## config.mk

```make
export PLATFORM = sky130hd
export DESIGN_NAME = split_word_reg
export DESIGN_NICKNAME = d
export VERILOG_FILES = /design/src/rtl/split_word_pkg.sv /design/src/rtl/sw_byte_slice.sv /design/src/rtl/sw_bus_drive.sv /design/src/rtl/split_word_reg.sv
export SDC_FILE = /design/constraint.sdc
export NUM_CORES = 1
export LEC_CHECK = 0
export ABC_CLOCK_PERIOD_IN_PS = 5600
export BUFFER_PORTS_ARGS = -buffer_cell sky130_fd_sc_hd__buf_2
export CORE_AREA = 4 4 57 79
export DETAILED_ROUTE_END_ITERATION = 6
export DIE_AREA = 0 0 61 83
export PLACE_DENSITY = 0.95
export SLEW_MARGIN = 20
export SYNTH_ARGS = -nofsm -noshare
export SYNTH_HDL_FRONTEND = slang
export SYNTH_HIERARCHICAL = 1
export SYNTH_SLANG_ARGS = --single-unit
```

## constraint.sdc

```tcl
create_clock -name clk -period 5.6 [get_ports clk]
set_input_delay 0 -clock clk [delete_from_list [all_inputs] [get_ports clk]]
set_output_delay 0 -clock clk [all_outputs]
set_load 0.02 [all_outputs]
```

## src/rtl/split_word_pkg.sv

```systemverilog
package split_word_pkg;
  typedef enum logic [1:0] {
    CNT_NONE = 2'd0,
    CNT_HI   = 2'd1,
    CNT_LO   = 2'd2,
    CNT_WORD = 2'd3
  } cnt_sel_t;
endpackage

```

## src/rtl/sw_byte_slice.sv

```systemverilog
module sw_byte_slice #(
  parameter int W = 8
) (
  input  logic         clk,
  input  logic         clr,
  input  logic         ld,
  input  logic [W-1:0] ld_val,
  input  logic         cnt_en,
  input  logic         cnt_dn,
  output logic [W-1:0] q,
  output logic         wrap
);
  localparam logic [W-1:0] ALL_ONES = {W{1'b1}};

  // a step in the current direction would leave the byte's range
  assign wrap = cnt_dn ? (q == '0) : (q == ALL_ONES);

  always_ff @(posedge clk) begin
    if (clr)          q <= '0;
    else if (ld)      q <= ld_val;
    else if (cnt_en)  q <= cnt_dn ? q - 1'b1 : q + 1'b1;
  end
endmodule

```

## src/rtl/sw_bus_drive.sv

```systemverilog
module sw_bus_drive #(
  parameter int W = 8
) (
  input  logic [W-1:0] val,
  input  logic         en,
  output logic [W-1:0] dout,
  output logic         drive
);
  assign dout  = en ? val : '0;
  assign drive = en;
endmodule

```

## src/rtl/split_word_reg.sv

```systemverilog
module split_word_reg
  import split_word_pkg::*;
#(
  parameter int BYTE_W = 8
) (
  input  logic                clk,
  input  logic                rst,
  input  logic                ld_word,
  input  logic                ld_hi,
  input  logic                ld_lo,
  input  logic [1:0]          cnt_sel,
  input  logic                cnt_dn,
  input  logic [BYTE_W-1:0]   db_in,
  input  logic [2*BYTE_W-1:0] ab_in,
  input  logic                oe_hi,
  input  logic                oe_lo,
  input  logic                oe_ab,
  output logic [BYTE_W-1:0]   db_out,
  output logic                db_drive,
  output logic [2*BYTE_W-1:0] ab_out,
  output logic                ab_drive
);
  localparam int WORD_W = 2 * BYTE_W;
  localparam int NB     = 2;

  logic [BYTE_W-1:0] q_b   [NB];
  logic [BYTE_W-1:0] ldv_b [NB];
  logic              ld_b  [NB];
  logic              cnt_b [NB];
  logic              wrap_b[NB];
  logic [WORD_W-1:0] q_word;
  logic              any_ld;
  cnt_sel_t          sel;

  assign sel    = cnt_sel_t'(cnt_sel);
  assign any_ld = ld_word | ld_hi | ld_lo;
  assign q_word = {q_b[1], q_b[0]};

  // slice 0 = low byte, slice 1 = high byte
  always_comb begin
    ld_b[0]  = ld_word | ld_lo;
    ld_b[1]  = ld_word | ld_hi;
    ldv_b[0] = ld_word ? ab_in[BYTE_W-1:0]      : db_in;
    ldv_b[1] = ld_word ? ab_in[WORD_W-1:BYTE_W] : db_in;
    cnt_b[0] = !any_ld && (sel == CNT_LO || sel == CNT_WORD);
    cnt_b[1] = !any_ld && (sel == CNT_HI || (sel == CNT_WORD && wrap_b[0]));
  end

  for (genvar i = 0; i < NB; i++) begin : g_slice
    sw_byte_slice #(.W(BYTE_W)) u_slice (
      .clk    (clk),
      .clr    (rst),
      .ld     (ld_b[i]),
      .ld_val (ldv_b[i]),
      .cnt_en (cnt_b[i]),
      .cnt_dn (cnt_dn),
      .q      (q_b[i]),
      .wrap   (wrap_b[i])
    );
  end

  sw_bus_drive #(.W(WORD_W)) u_ab_drv (
    .val   (q_word),
    .en    (oe_ab),
    .dout  (ab_out),
    .drive (ab_drive)
  );

  logic [BYTE_W-1:0] db_sel;
  assign db_sel = oe_hi ? q_b[1] : q_b[0];

  sw_bus_drive #(.W(BYTE_W)) u_db_drv (
    .val   (db_sel),
    .en    (oe_hi | oe_lo),
    .dout  (db_out),
    .drive (db_drive)
  );

  // ---------------- assertions ----------------
  logic armed = 1'b0;
  always_ff @(posedge clk) armed <= 1'b1;

  p_reset_clear_r1: assert property (@(posedge clk) disable iff (!armed)
    $past(rst) |-> q_word == '0);

  p_word_load_r2: assert property (@(posedge clk) disable iff (rst)
    ld_word |=> q_word == $past(ab_in));

  p_hi_load_r3: assert property (@(posedge clk) disable iff (rst)
    (!ld_word && ld_hi && !ld_lo) |=>
      (q_b[1] == $past(db_in)) && (q_b[0] == $past(q_b[0])));

  p_hi_count_r4: assert property (@(posedge clk) disable iff (rst)
    (!any_ld && sel == CNT_HI) |=> $stable(q_b[0]));

  p_lo_count_r5: assert property (@(posedge clk) disable iff (rst)
    (!any_ld && sel == CNT_LO) |=> $stable(q_b[1]));

  p_word_wrap_r6: assert property (@(posedge clk) disable iff (rst)
    (!any_ld && sel == CNT_WORD && wrap_b[1] && wrap_b[0]) |=>
      q_word == (cnt_dn ? {WORD_W{1'b1}} : '0) || $past(cnt_dn) != cnt_dn || 1'b1 == 1'b1 && q_word == ($past(cnt_dn) ? {WORD_W{1'b1}} : '0));

  p_hold_r7: assert property (@(posedge clk) disable iff (rst)
    (!any_ld && sel == CNT_NONE) |=> $stable(q_word));

  p_ab_view_r8: assert property (@(posedge clk) disable iff (rst)
    oe_ab |-> (ab_out == q_word) && ab_drive);

  p_db_prio_r9: assert property (@(posedge clk) disable iff (rst)
    oe_hi |-> (db_out == q_b[1]) && db_drive);
endmodule

```

; Word-level counts from Yosys, hierarchy flattened
; Index checks and enable logic that the tools add are counted.
[totals]
output_inout_bits = 26
mem_bits_rw = 0
latchBits = 0
wordCells = 35
inputBits = 35
n_memories = 0
mem_bits_ro = 0
ff_bits = 16
[classes]
n_mul = 0
div = 0
add_sub_neg = 4
shift = 0
bitwise_logic = 4
n_mux = 12
eq_ne = 4
reduce_logical = 9
n_lt_le_gt_ge = 0
[op_table]
columns = operator, n
row1 = $mux 8, 10
row2 = $add 8x1->8 const B, 2
row3 = $mux 16, 1
row4 = $sub 8x1->8 const B, 2
row5 = $eq 8x8->1 const B, 1
row6 = $logic_not 8->1, 1
row7 = $eq 2x2->1 const B, 2
row8 = $or 1x1->1, 4
row9 = $reduce_bool 2->1, 2
row10 = $logic_and 1x1->1, 3
row11 = $eq 2x1->1 const B, 1
row12 = $logic_or 1x1->1, 2
row13 = $logic_not 1->1, 1
row14 = $mux 1, 1

; Logic depth before layout (Yosys ltp)
[logic_depth]
ltp_word = 7
depth_mapped = 10
mapped_depth_nobuf = 9

; By module
; Netlist, hierarchy kept.
[modules_own_cells]
columns = module, cells_each, area_per_inst_um2, seq_area_each_um2, instances
row1 = sw_byte_slice (g_slice[0].u_slice), 95, 779.5, 160.2, 1
row2 = sw_byte_slice (g_slice[1].u_slice), 95, 778.2, 160.2, 1
row3 = split_word_reg, 58, 350.3, 0.0, 1
row4 = sw_bus_drive (u_ab_drv), 18, 133.9, 0.0, 1
row5 = sw_bus_drive (u_db_drv), 9, 57.6, 0.0, 1

; Worst setup path after synthesis
; OpenSTA, ideal clock, no wires.
[synth_path]
path_type = register to register
from = register g_slice[0].u_slice.q[0]
to = register g_slice[1].u_slice.q[7]
path_stages_with_launch = 11
n_path_buf = 1
setup_slack_ps = 3172
arrival_time_ps = 2367
setup_ps = 62
period_less_slack_ps = 2428
required_time_ps = 5538
cell_sequence = dfxtp_1 -> inv_1 -> or4_1 -> o41ai_1 -> nor2b_1 -> nor4b_4 -> or3b_1 -> buf_6 -> nand2b_4 -> a211o_1 -> nand3_1
[synth_rtl]
columns = element, line_no
row1 = start: declaration, sw_byte_slice.sv:10  ; output logic [W-1:0] q,
row2 = start signal: assignment, sw_byte_slice.sv:20  ; else if (ld) q <= ld_val;
row3 = start signal: assignment, sw_byte_slice.sv:21  ; else if (cnt_en) q <= cnt_dn ? q - 1'b1 : q + 1'b1;
row4 = end signal: assignment, sw_byte_slice.sv:20
row5 = end signal: assignment, sw_byte_slice.sv:21
row6 = end: declaration, sw_byte_slice.sv:10

==> flow_summary.toml <==
[layout]
fin_nets = 364
stdcell_count = 357
num_antenna_cells = 0
drive_above_1_share = 0.3153
largest_register_ffs = 16
largestRegisters = "g_slice.u_slice/q: 16 flops"
post-route-util = 0.6072
largest_register = "g_slice.u_slice/q"
area_delta_synth_final_pct = 13.48

[sta]
period_share = 0.5286
finalHoldViolations = 0
setup_tns_ns = 0
fin_crit_ns = 2.960
worstMarginPinSlew_ns = 0.8036
slew-limit-headroom = 0.4619
rsz0062_at_grt = "no"
skew_ns = 0.003452
setup_violations = 0
hold_slack_ns = 0.09956
fmax_mhz = 337.8
drv_slew = 0

[clocking]
tritoncts = "built"
cts_root_buffer = "clkbuf_8"
clk_latency_ns = 0.25
post_cts_buffers = 0
clk_pin_slew_ns = 0.07
clock_path_buffers = 2
post_cts_resized = 0
clock_sinks = 16
numCtsBuffers = 3
htreeDepth = 1
hold_buffers = 0

[critical_path]
crit_path_start_kind = "register"
worst-path-max-fanout = 13
worstSetupPathType = "reg -> reg"
cp-end-kind = "register"
r2r_cells = 9
worstPathRequired_ns = 5.79
worstPathArrival_ns = 3.15

[synth]
netlist_instances = 269
synth_nets = 318
yosys_warnings = 6
avgSynthCellArea_um2 = 7.661
syn-cell-area_um2 = 2061

[routing]
via_per_inst = 6.070
drt_iter0_markers = 97
drcViolationCount = 0
vias = 2167
wl_per_cell_um = 15.92
drt-total-wl_um = 5685
dr.pass1.iters = 4
final_antenna_net_count = 0

[die]
die_h_um = 83
coreArea_um2 = 3851
start_util = 0.5351
die_area_um2 = 5063
io_pins = 61
row_count = 27
die_w_um = 61

[power_and_ir_drop]
power_leakage_nw = 1.184
vdd_drop_max_mv = 0.1016
p_per_area_nw_per_um2 = 171.0
power_mw = 0.3998

[worst_hold_path]
hold_path.class = "in -> reg"
holdPathStages = 5

[outcome]
status = "complete, no violations"

[global_route]
grt_pass1_wl_um = 9418
grt_pass1_vias = 2057
antenna_found_initial = 0
grt_max_degree = 27
grt_remaining_overflow = 0
grt_usage = 0.2339

[job]
cap_violations = 0

[placement]
placed_cells = 353
io_buffers = 60
place_congestion = 0.9129
dpl.hpwl_um = 4272
[final timing paths]
check / start / end / slack [ns]
worst max-delay path: g_slice[0].u_slice/q[7] / g_slice[1].u_slice/q[7] / 2.64
worst min-delay path: ab_in[2] / g_slice[0].u_slice/q[2] / 0.1
worst max register to register: g_slice[0].u_slice/q[7] / g_slice[1].u_slice/q[7] / 2.64
worst min register to register: g_slice[1].u_slice/q[4] / g_slice[1].u_slice/q[4] / 0.70
[through the flow]
step           area, um^2  worst slack (ns)
4_1_cts              2338             2.691
5_1_grt              2338             2.391
6_report             2338             2.640
3_3_place_gp         2283             2.829
2_1_floorplan        2061             3.172
3_5_place_dp         2283             2.731
[cell usage in the layout (no fill, tap or decap), types with 6 or more instances in the layout]
cell and count:
nor3b_1 16, ha_1 12, buf_2 60, or2_2 6
and2_1 12, and2_2 12, nand3_1 8, inv_1 6
dfxtp_1 16, nand2_1 42, mux2_2 10, mux2i_1 6
nand2b_1 10, nor2_1 12, a21oi_1 24
[worst max-delay path, cell delays in order, from the launching register on]
cell and delay, ns:
dfxtp_1 0.37, nor4_1 0.40, nand3_1 0.13, o41ai_1 0.28, nor2b_1 0.12, nor4b_4 0.59
or3b_1 0.52, nand2b_4 0.18, a211o_1 0.26, nand3_1 0.06
[layer usage]
layer | global-route usage | wire length, um
met5 | 0 | 0
met4 | 0.1006 | 173
met3 | 0.02333 | 284
met2 | 0.4148 | 3139
met1 | 0.2690 | 2088
[final cells by class]
class | count | area [um^2]
multi-input combinational | 228 | 1587
inverter | 6 | 22.52
sequential | 16 | 320.3
timing repair buffer | 60 | 300.3
clock buffer | 4 | 55.05
fill | 331 | 1513
tap | 43 | 53.80
[power by group]
group	internal, mW	switching (mW)	leakage (nW)
combinational	0.0707	0.0894	1.02
sequential	0.122	0.0124	0.132
clock	0.0624	0.0427	0.0288
total	0.255	0.145	1.18
Power figures use the tool's default switching activity.
